--- src/rtl/dprf_pkg.sv ---
package dprf_pkg;

    localparam int DPRF_DEF_WIDTH = 4;
    localparam int DPRF_DEF_DEPTH = 4;

    // Classification of a read in a given cycle
    typedef enum logic [1:0] {
        RD_IDLE   = 2'd0,
        RD_STORED = 2'd1,
        RD_BYPASS = 2'd2
    } rd_src_e;

    function automatic int unsigned clog2_min1(input int unsigned n);
        int unsigned r;
        r = 0;
        while ((1 << r) < n) r++;
        return (r == 0) ? 1 : r;
    endfunction

endpackage

--- src/rtl/dprf_wr_decode.sv ---
module dprf_wr_decode #(
    parameter int DEPTH = 4,
    parameter int AW    = 2
) (
    input  logic             wr_n,
    input  logic [AW-1:0]    wa,
    output logic [DEPTH-1:0] we_vec
);

    for (genvar gi = 0; gi < DEPTH; gi++) begin : g_dec
        assign we_vec[gi] = !wr_n && (wa == AW'(gi));
    end

endmodule

--- src/rtl/dprf_word.sv ---
module dprf_word #(
    parameter int WIDTH = 4
) (
    input  logic             clk,
    input  logic             we,
    input  logic [WIDTH-1:0] d,
    output logic [WIDTH-1:0] q
);

    logic [WIDTH-1:0] store_q;

    always_ff @(posedge clk) begin
        if (we) begin
            store_q <= d;
        end
    end

    assign q = store_q;

endmodule

--- src/rtl/dprf_rd_port.sv ---
module dprf_rd_port
    import dprf_pkg::*;
#(
    parameter int WIDTH = 4,
    parameter int DEPTH = 4,
    parameter int AW    = 2
) (
    input  logic [DEPTH*WIDTH-1:0] words,
    input  logic [AW-1:0]          ra,
    input  logic                   rd_n,
    input  logic                   byp_hit,
    input  logic [WIDTH-1:0]       d,
    output logic [WIDTH-1:0]       q,
    output logic                   q_oe
);

    rd_src_e src;

    always_comb begin
        if (rd_n) begin
            src = RD_IDLE;
        end else if (byp_hit) begin
            src = RD_BYPASS;
        end else begin
            src = RD_STORED;
        end
    end

    always_comb begin
        q    = '0;
        q_oe = 1'b0;
        unique case (src)
            RD_IDLE: begin
                q    = '0;
                q_oe = 1'b0;
            end
            RD_BYPASS: begin
                q    = d;
                q_oe = 1'b1;
            end
            RD_STORED: begin
                q    = words[32'(ra)*WIDTH +: WIDTH];
                q_oe = 1'b1;
            end
            default: begin
                q    = '0;
                q_oe = 1'b0;
            end
        endcase
    end

endmodule

--- src/rtl/dprf_regfile.sv ---
module dprf_regfile
    import dprf_pkg::*;
#(
    parameter int WIDTH = DPRF_DEF_WIDTH,
    parameter int DEPTH = DPRF_DEF_DEPTH,
    localparam int AW   = clog2_min1(DEPTH)
) (
    input  logic             clk,
    input  logic             wr_n,
    input  logic [AW-1:0]    wa,
    input  logic [WIDTH-1:0] d,
    input  logic             rd_n,
    input  logic [AW-1:0]    ra,
    output logic [WIDTH-1:0] q,
    output logic             q_oe
);

    logic [DEPTH-1:0]       we_vec;
    logic [DEPTH*WIDTH-1:0] words;
    logic                   byp_hit;

    dprf_wr_decode #(
        .DEPTH (DEPTH),
        .AW    (AW)
    ) u_dec (
        .wr_n   (wr_n),
        .wa     (wa),
        .we_vec (we_vec)
    );

    for (genvar gw = 0; gw < DEPTH; gw++) begin : g_word
        dprf_word #(
            .WIDTH (WIDTH)
        ) u_word (
            .clk (clk),
            .we  (we_vec[gw]),
            .d   (d),
            .q   (words[gw*WIDTH +: WIDTH])
        );
    end

    assign byp_hit = !wr_n && (wa == ra);

    dprf_rd_port #(
        .WIDTH (WIDTH),
        .DEPTH (DEPTH),
        .AW    (AW)
    ) u_rd (
        .words   (words),
        .ra      (ra),
        .rd_n    (rd_n),
        .byp_hit (byp_hit),
        .d       (d),
        .q       (q),
        .q_oe    (q_oe)
    );

endmodule

--- config.mk ---
export PLATFORM = sky130hd
export DESIGN_NAME = dprf_regfile
export DESIGN_NICKNAME = d
export VERILOG_FILES = /design/src/rtl/dprf_pkg.sv /design/src/rtl/dprf_wr_decode.sv /design/src/rtl/dprf_word.sv /design/src/rtl/dprf_rd_port.sv /design/src/rtl/dprf_regfile.sv
export SDC_FILE = /design/constraint.sdc
export NUM_CORES = 1
export LEC_CHECK = 0
export BUFFER_PORTS_ARGS = -buffer_cell sky130_fd_sc_hd__buf_4
export CAP_MARGIN = 20
export CORE_ASPECT_RATIO = 0.9
export CORE_MARGIN = 2
export CORE_UTILIZATION = 46
export CTS_CLUSTER_DIAMETER = 150
export DETAILED_ROUTE_END_ITERATION = 10
export PLACE_DENSITY = 0.79
export SYNTH_ARGS = -nofsm -noshare
export SYNTH_HDL_FRONTEND = slang
export SYNTH_SLANG_ARGS = --single-unit
--- constraint.sdc ---
create_clock -name clk -period 1.1 [get_ports clk]
set_input_delay 0.11 -clock clk [delete_from_list [all_inputs] [get_ports clk]]
set_output_delay 0.11 -clock clk [all_outputs]
set_load 0.01 [all_outputs]
==> run_results.csv, run 1 <==
group,metric,value,unit
synthesis,ys_async_sr_fraction,0,
synthesis,ys_top_cells_by_area,"edfxtp_1 (65%), mux4_2 (12%), o31ai_1 (4.1%)",
floorplanning,die_height,41.91,microns
floorplanning,start_util,0.5017,
placement,dp_cells,75,
global_routing,grt_overflow,0,
power_and_ir_drop,ir_drop,0.0007187,V
run_status,status,"finished, violations left",
timing,timing.fmax,639.5,MHz
synthesis,synthTopCellsByCount,"edfxtp_1 (16), a21oi_1 (4), mux4_2 (4), nand4_1 (4), o31ai_1 (4)",
timing,fin_crit,1.564,ns
critical_path,cp-end-kind,"output port",
synthesis,yosysWarningCount,0,
hold_path,hold_class,"input pin to flip-flop",
final_layout,drive_above_1_share,0.3906,
clocking,cts_buffer_depth,2,
timing,slew_headroom,0.7603,
clocking,tritoncts,"done",
final_layout,antenna_cells,0,
floorplanning,fp.dieW,46.12,microns
power_and_ir_drop,leakage,0.3250,nW
synthesis,avgSynthCellArea,16.32,sq um
synthesis,ys.flop_type,"edfxtp_1",
drt,viasPerCell,5.797,
timing,hold_viol_final,0,
job,maxCapViolCount,0,
floorplanning,ios,16,
final_layout,areaGrowthSynthToFinish,21.81,%
drt,antenna_left,0,
synthesis,synth_top_area_share,0.6542,
global_routing,grt_pass1_vias,443,
drt,wl_per_cell,16.62,microns
drt,drc,0,
critical_path,cp.arrival,1.45,ns
floorplanning,core,0.001464,sq mm
global_routing,grt_pass1_wl,2042,microns
drt,drtIter0Drc,8,
critical_path,startpoint,"g_word[2].u_word.q[1]",
final_layout,largest_reg_flops,16,
critical_path,start_kind,"flip-flop",
clocking,clkTransAtPathRegs,0.09,ns
synthesis,ys_ff_latch,16,
placement,place_area,868.3,sq um
floorplanning,rows,13,
synthesis,postSynthCellCount,45,
synthesis,yosysUniqueCellTypes,14,
final_layout,fin_area,894.6,sq um
timing,holdWs,0.02939,ns
timing,period_share,1.422,
clocking,cts_buffers,3,
global_routing,track_usage,0.1588,
critical_path,crit_end,"q[1]",
global_routing,grt_max_degree,10,
synthesis,synth_edf_count,16,
run_status,violations,"setup timing",
critical_path,slowest_stage,"mux4_2",
clocking,postCtsHoldBufs,0,
timing,layout_setup_ws,-0.4638,ns
timing,setup_viol,4,
timing,rsz0062_at_grt,"yes",
drt,vias,458,
timing,slew_viol_final,0,
critical_path,path_cells,"mux4_2 > o31ai_1 > a21oi_1 > buf_4",
critical_path,cp_max_fo,1,
synthesis,netlist_area,734.5,sq um
power_and_ir_drop,power_density,1342,mW/mm^2
critical_path,path_class,"flip-flop to output port",
floorplanning,dieArea,0.001933,sq mm
global_routing,grt_antenna_before_repair,0,
synthesis,synth_most_common_cell,"edfxtp_1",
clocking,htree_levels,1,
placement,gp_congestion,0.7644,
critical_path,critical_path.max_stage_delay,0.47,ns
drt,drt_wl_total,1313,microns
clocking,cts_sinks,16,
final_layout,stdcell_count,79,
final_layout,nNetsFinal,76,
drt,dr.pass1.iters,4,
synthesis,syn_nets,56,
synthesis,ys_seq_area_frac,0.6542,
clocking,cts_setup_buffers,0,
critical_path,critPathRequiredTime,0.99,ns
hold_path,holdCritStartpoint,"d[2]",
synthesis,yosysTopAreaCell,"edfxtp_1",
placement,io_buffer_count,15,
timing,worst_pin_slew,0.3584,ns
clocking,cts_root_buf,"clkbuf_4",
placement,dp_hpwl,978.9,microns
[cell type report]
| type | count | area [sq um] |
|---|---|---|
| fill | 112 | 569.3 |
| sequential | 16 | 480.5 |
| multi-input combinational | 24 | 226.5 |
| timing repair buffer | 18 | 135.1 |
| clock buffer | 3 | 22.52 |
| tap | 15 | 18.77 |
| inverter | 2 | 7.507 |
| clock inverter | 1 | 3.754 |
[critical path: cells and delay by family (launching register included)]
kind	cells	cell delay, ns
AOI/OAI and AO/OA	2	0.18
buffers and inverters	1	0.14
DFF	1	0.38
muxes	1	0.47
[timing repair]
item / CTS / global route
setup endpoints to repair: 4 / 4
resized for setup: 0 / 0
pin swaps: 3 / 0
[where the power goes]
group	total [mW]	switching, mW	leakage, nW	internal, mW
clock	0.310	0.179	0.0154	0.132
combinational	0.183	0.0914	0.163	0.0913
sequential	0.708	0.00575	0.147	0.702
total	1.20	0.276	0.325	0.925
[cells by family after synthesis]
logic type	after synthesis	share of synthesized area
DFF	16	0.6542
AOI/OAI and AO/OA	8	0.06815
and+or+nand+nor	8	0.06983
buffers and inverters	5	0.03747
xor gates and xnor gates	4	0.04771
muxes	4	0.1227
[metal layers]
layer | vias up | global-route usage | share of wire
met2 | 18 | 0.2444 | 0.51
met4 | 0 | 0.05143 | 0
li1 | 220 | - | -
met1 | 220 | 0.2000 | 0.43
met3 | 0 | 0.06522 | 0.056
met5 | - | 0 | 0
[per-stage QoR]
stage / utilization / power (mW) / TNS, ns / worst slack (ns)
floorplan: - / 0.8206 / 0 / 0.001797
detailed placement: 0.5932 / 0.9055 / -0.5702 / -0.1579
finish: 0.6111 / 1.201 / -1.810 / -0.4638
global placement: 0.5932 / 0.9007 / -0.5294 / -0.1423
CTS: 0.6111 / 1.214 / -1.885 / -0.4830
global route: 0.6111 / 1.256 / -2.072 / -0.5214
[worst min-delay path by stage]
| stage | end | slack (ns) | depth (start not counted) |
|---|---|---|---|
| finish | g_word[0].u_word.q[2] | 0.03 | 1 |
| global route | g_word[2].u_word.q[1] | 0.01 | 1 |
| CTS | g_word[2].u_word.q[1] | 0.03 | 1 |
| detailed placement | g_word[2].u_word.q[1] | 0.33 | 1 |
| global placement | g_word[0].u_word.q[3] | 0.32 | 1 |
| floorplan | g_word[0].u_word.q[0] | 0.21 | 0 |
[placed cells by master (no fill, tap or decap)]
cell / Yosys / layout
nor3_1: 1 / 1
a21oi_1: 4 / 4
xor2_1: 2 / 2
clkinv_1: 0 / 1
edfxtp_1: 16 / 16
nand4_1: 4 / 4
buf_4: 0 / 18
inv_1: 2 / 2
xnor2_1: 2 / 2
clkbuf_4: 0 / 3
and3_1: 1 / 1
o31ai_1: 4 / 4
mux4_2: 4 / 4
nor3b_1: 2 / 2
No activity file was read; power rests on OpenSTA's default activity.
==> inputs of run 2 (changes only) <==
--- a/config.mk
+++ b/config.mk
@@ -13,6 +13,7 @@
 export CTS_CLUSTER_DIAMETER = 150
 export DETAILED_ROUTE_END_ITERATION = 10
 export PLACE_DENSITY = 0.79
+export RECOVER_POWER = 100
 export SYNTH_ARGS = -nofsm -noshare
 export SYNTH_HDL_FRONTEND = slang
 export SYNTH_SLANG_ARGS = --single-unit
==> run_results.csv, run 2 (synthesis results as in run 1) <==
group,metric,value,unit
floorplanning,ios,16,
timing,timing.fmax,638.9,MHz
global_routing,grt_max_degree,10,
critical_path,cp_top_family,"multiplexers",
drt,drc,0,
timing,fin_crit,1.565,ns
timing,layout_setup_ws,-0.4651,ns
clocking,cts_root_buf,"clkbuf_4",
hold_path,hold_class,"input pin to flip-flop",
critical_path,critPathRequiredTime,0.99,ns
final_layout,mostFrequentLayoutCell,"edfxtp_1",
drt,antenna_left,0,
timing,hold_viol_final,0,
drt,wl_per_cell,16.48,microns
final_layout,largest_reg_flops,16,
clocking,clkTransAtPathRegs,0.09,ns
global_routing,grt_pass1_wl,2042,microns
drt,vias,448,
timing,period_share,1.423,
power_and_ir_drop,seq_power_share,0.595,
final_layout,drive_above_1_share,0.2656,
critical_path,path_class,"flip-flop to output port",
critical_path,cp.arrival,1.46,ns
hold_path,holdCritStartpoint,"d[1]",
placement,dp_hpwl,978.9,microns
floorplanning,rows,13,
power_and_ir_drop,ir_drop,0.0007203,V
timing,setup_viol,4,
placement,dp_cells,75,
clocking,htree_levels,1,
critical_path,cp_max_fo,1,
final_layout,stdcell_count,79,
power_and_ir_drop,power_frac_comb,0.144,
final_layout,areaGrowthSynthToFinish,17.72,%
floorplanning,dieArea,0.001933,sq mm
run_status,violations,"setup timing",
power_and_ir_drop,power.internal,0.9137,mW
power_and_ir_drop,power.total,1.190,mW
timing,slew_headroom,0.7638,
job,maxCapViolCount,0,
clocking,cts_buffer_depth,2,
power_and_ir_drop,leakage,0.2945,nW
floorplanning,die_height,41.91,microns
placement,gp_congestion,0.7644,
clocking,cts_sinks,16,
floorplanning,fp.dieW,46.12,microns
drt,drtIter0Drc,5,
global_routing,grt_antenna_before_repair,0,
final_layout,multiInputGateArea,226.5,sq um
global_routing,track_usage,0.1588,
critical_path,slowest_stage,"mux4_2",
clocking,cts_setup_buffers,0,
power_and_ir_drop,p_switching,0.2763,mW
hold_path,worstHoldEndpoint,"g_word[2].u_word.q[1]",
critical_path,critical_path.max_stage_delay,0.47,ns
timing,slew_viol_final,0,
critical_path,cp-end-kind,"output port",
drt,viasPerCell,5.671,
placement,io_buffer_count,15,
timing,worst_pin_slew,0.3531,ns
final_layout,antenna_cells,0,
hold_path,holdPathStages,1,
critical_path,path_cells,"mux4_2 > o31ai_1 > a21oi_1 > buf_4",
clocking,postCtsHoldBufs,0,
final_layout,seqCellArea,480.5,sq um
final_layout,n_fill_cell,123,
critical_path,path_buf_inv,1,
timing,rsz0062_at_grt,"yes",
drt,drt_wl_total,1302,microns
global_routing,grt_pass1_vias,443,
run_status,status,"finished, violations left",
critical_path,start_kind,"flip-flop",
final_layout,layout.cells.most_common_list,"edfxtp_1 (16), buf_4 (10), clkbuf_1 (8)",
final_layout,nNetsFinal,76,
final_layout,fin_util,0.5906,
power_and_ir_drop,p_sw_frac,0.2322,
clocking,cts_buffers,3,
power_and_ir_drop,power.share.clock,0.262,
global_routing,grt_overflow,0,
floorplanning,start_util,0.5017,
clocking,tritoncts,"done",
timing,holdWs,0.1224,ns
power_and_ir_drop,power_density,1376,mW/mm^2
drt,dr.pass1.iters,2,
floorplanning,core,0.001464,sq mm
placement,place_ws,-0.1579,ns
## run 2: cell count changes in the layout (fill, tap and decap cells not counted)
cell | previous run | this run
clkbuf_1 | 0 | 8
buf_4 | 18 | 10
## run 2: power groups by stage
stage / Sequential [mW] / Clock (mW) / Combinational [mW]
3_3_place_gp: 0.721 / 0 / 0.180
2_1_floorplan: 0.720 / 0 / 0.101
5_1_grt: 0.710 / 0.350 / 0.185
6_report: 0.708 / 0.312 / 0.171
4_1_cts: 0.708 / 0.322 / 0.184
3_5_place_dp: 0.722 / 0 / 0.183
## run 2: worst max-delay path by stage
stage                          startpoint  endpoint  slack [ns]  cells after the start
global route        g_word[2].u_word.q[2]      q[2]       -0.52                      4
floorplan           g_word[3].u_word.q[0]      q[0]       0.002                      3
CTS                 g_word[2].u_word.q[1]      q[1]       -0.48                      4
global placement    g_word[3].u_word.q[3]      q[3]       -0.14                      4
detailed placement  g_word[2].u_word.q[3]      q[3]       -0.16                      4
finish              g_word[2].u_word.q[1]      q[1]       -0.47                      4
## run 2: through the flow
| stage | instance area [sq um] | TNS (ns) |
|---|---|---|
| 2_1_floorplan | 734.5 | 0 |
| 3_3_place_gp | 868.3 | -0.5294 |
| 3_5_place_dp | 868.3 | -0.5702 |
| 4_1_cts | 894.6 | -1.885 |
| 5_1_grt | 864.6 | -2.072 |
| 6_report | 864.6 | -1.811 |
## run 2: timing repair
item,4_1_cts,5_1_grt
gates resized for setup,0,0
pin swaps,3,0
setup endpoints to repair,4,4
## run 2: routing by layer
layer | up-vias | global-route usage | share of wire
li1 | 222 | - | -
met1 | 216 | 0.2000 | 0.47
met2 | 10 | 0.2444 | 0.49
met3 | 0 | 0.06522 | 0.035
met4 | 0 | 0.05143 | 0
met5 | - | 0 | 0
## run 2: final cells by class
cell class | count | area share
Tap cell | 15 | 0.02171
Clock buffer | 3 | 0.02605
Sequential cell | 16 | 0.5557
Clock inverter | 1 | 0.004342
Inverter | 2 | 0.008683
Multi-Input combinational cell | 24 | 0.2619
Timing Repair Buffer | 18 | 0.1216
==> inputs of run 3 (changes only) <==
--- a/config.mk
+++ b/config.mk
@@ -10,9 +10,8 @@
 export CORE_ASPECT_RATIO = 0.9
 export CORE_MARGIN = 2
 export CORE_UTILIZATION = 46
-export CTS_CLUSTER_DIAMETER = 150
 export DETAILED_ROUTE_END_ITERATION = 10
-export PLACE_DENSITY = 0.79
+export PLACE_DENSITY = 0.72
 export RECOVER_POWER = 100
 export SYNTH_ARGS = -nofsm -noshare
 export SYNTH_HDL_FRONTEND = slang
==> constraint.sdc (replaced) <==
create_clock -name clk -period 1.1 [get_ports clk]
set_input_delay 0.165 -clock clk [delete_from_list [all_inputs] [get_ports clk]]
set_output_delay 0.165 -clock clk [all_outputs]
set_load 0.01 [all_outputs]
==> run_results.csv, run 3 (synthesis results as in run 1) <==
group,metric,value,unit
drt,viasPerCell,5.817,
final_layout,nNetsFinal,79,
drt,drtIter0Drc,13,
drt,antenna_left,0,
hold_path,hold_class,"input pin to flip-flop",
clocking,cts_setup_buffers,0,
drt,dr_wl_met2,669,microns
floorplanning,ios,16,
clocking,tritoncts,"done",
critical_path,critPathRequiredTime,0.94,ns
clocking,cts_buffer_depth,2,
critical_path,path_class,"flip-flop to output port",
drt,wl_per_cell,16.56,microns
drt,wl_met1,627,microns
timing,setup_viol,4,
power_and_ir_drop,leakage,0.3055,nW
job,maxCapViolCount,0,
timing,fin_crit,1.623,ns
drt,drc,0,
clocking,htree_levels,1,
placement,place_area,895.9,sq um
final_layout,mostFrequentLayoutCell,"edfxtp_1",
critical_path,critical_path.max_stage_delay,0.49,ns
floorplanning,dieArea,0.001933,sq mm
final_layout,areaGrowthSynthToFinish,20.61,%
floorplanning,die_height,41.91,microns
placement,io_buffer_count,15,
floorplanning,start_util,0.5017,
drt,dr.pass1.iters,4,
final_layout,antenna_cells,0,
power_and_ir_drop,ir_drop,0.0009826,V
timing,holdWs,0.2032,ns
critical_path,start_kind,"flip-flop",
floorplanning,rows,13,
run_status,status,"finished, violations left",
global_routing,grt_antenna_before_repair,0,
timing,period_share,1.476,
critical_path,cp_max_fo,1,
run_status,violations,"setup timing",
global_routing,track_usage,0.1633,
global_routing,grt_max_degree,10,
global_routing,grt_pass1_vias,477,
clocking,cts_root_buf,"clkbuf_4",
timing,setup_tns,-2.022,ns
placement,gp_congestion,0.7382,
drt,vias,477,
critical_path,cp.arrival,1.46,ns
clocking,cts_buffers,3,
global_routing,grt_pass1_wl,2201,microns
final_layout,n_fill_cell,129,
final_layout,fin_util,0.6051,
critical_path,slowest_stage,"mux4_2",
timing,rsz0062_at_grt,"yes",
floorplanning,core,0.001464,sq mm
timing,worst_pin_slew,0.4023,ns
timing,hold_viol_final,0,
critical_path,cp-end-kind,"output port",
power_and_ir_drop,power.total,1.184,mW
power_and_ir_drop,power_density,1337,mW/mm^2
drt,top_layer,"met3",
timing,slew_headroom,0.7309,
drt,wl_met3,61,microns
floorplanning,fp.dieW,46.12,microns
final_layout,fin_area,885.9,sq um
clocking,cts_sinks,16,
final_layout,layout.cells.most_common_list,"edfxtp_1 (16), buf_4 (11), clkbuf_1 (9)",
clocking,clkTransAtPathRegs,0.09,ns
timing,slew_viol_final,0,
timing,layout_setup_ws,-0.5234,ns
final_layout,largest_reg_flops,16,
drt,drt_wl_total,1358,microns
critical_path,path_cells,"mux4_2 > o31ai_2 > a21oi_1 > buf_4",
timing,timing.fmax,616.0,MHz
final_layout,drive_above_1_share,0.2985,
global_routing,grt_overflow,0,
## run 3: area by class of cell
| type | count | area (sq um) | share of cell area |
|---|---|---|---|
| Sequential cell | 16 | 480.5 | 0.5424 |
| Multi-Input combinational cell | 24 | 231.5 | 0.2613 |
| Timing Repair Buffer | 21 | 121.4 | 0.1370 |
| Clock buffer | 3 | 22.52 | 0.02542 |
| Tap cell | 15 | 18.77 | 0.02119 |
| Inverter | 2 | 7.507 | 0.008475 |
| Clock inverter | 1 | 3.754 | 0.004237 |
## run 3: worst max-delay path, delay by kind of cell, from the launching register on
kind	cells	cell delay [ns]
muxes	1	0.49
DFF	1	0.38
buffers and inverters	1	0.15
AOI/OAI and AO/OA	2	0.17
## run 3: final timing paths
check,start,end,slack [ns],cells after the start
worst min-delay path,d[3],g_word[3].u_word.q[3],0.20,1
worst max-delay path,g_word[3].u_word.q[3],q[3],-0.52,4
## run 3: stage by stage
stage | worst slack, ns | instances
2_1_floorplan | -0.05174 | 45
3_3_place_gp | -0.1914 | 78
5_1_grt | -0.5923 | 82
6_report | -0.5234 | 82
3_5_place_dp | -0.2134 | 78
4_1_cts | -0.5171 | 82
## run 3: power breakdown
part           switching (mW)  leakage [nW]  internal [mW]
sequential            0.00778         0.147          0.702
combinational          0.0958         0.143         0.0879
clock                   0.160        0.0154          0.131
total                   0.263         0.305          0.921
## run 3: repair_timing
item / 4_1_cts / 5_1_grt
endpoints found under the setup margin: 4 / 4
pin swaps: 1 / 4
hold buffers: 0 / 0
resized for setup: 0 / 1
gates cloned: 0 / 0
## run 3: metal layers
layer,GRT usage,vias to the layer above
li1,-,226
met1,0.2337,236
met2,0.2528,15
met3,0.02609,0
met4,0.05143,0
met5,0,-
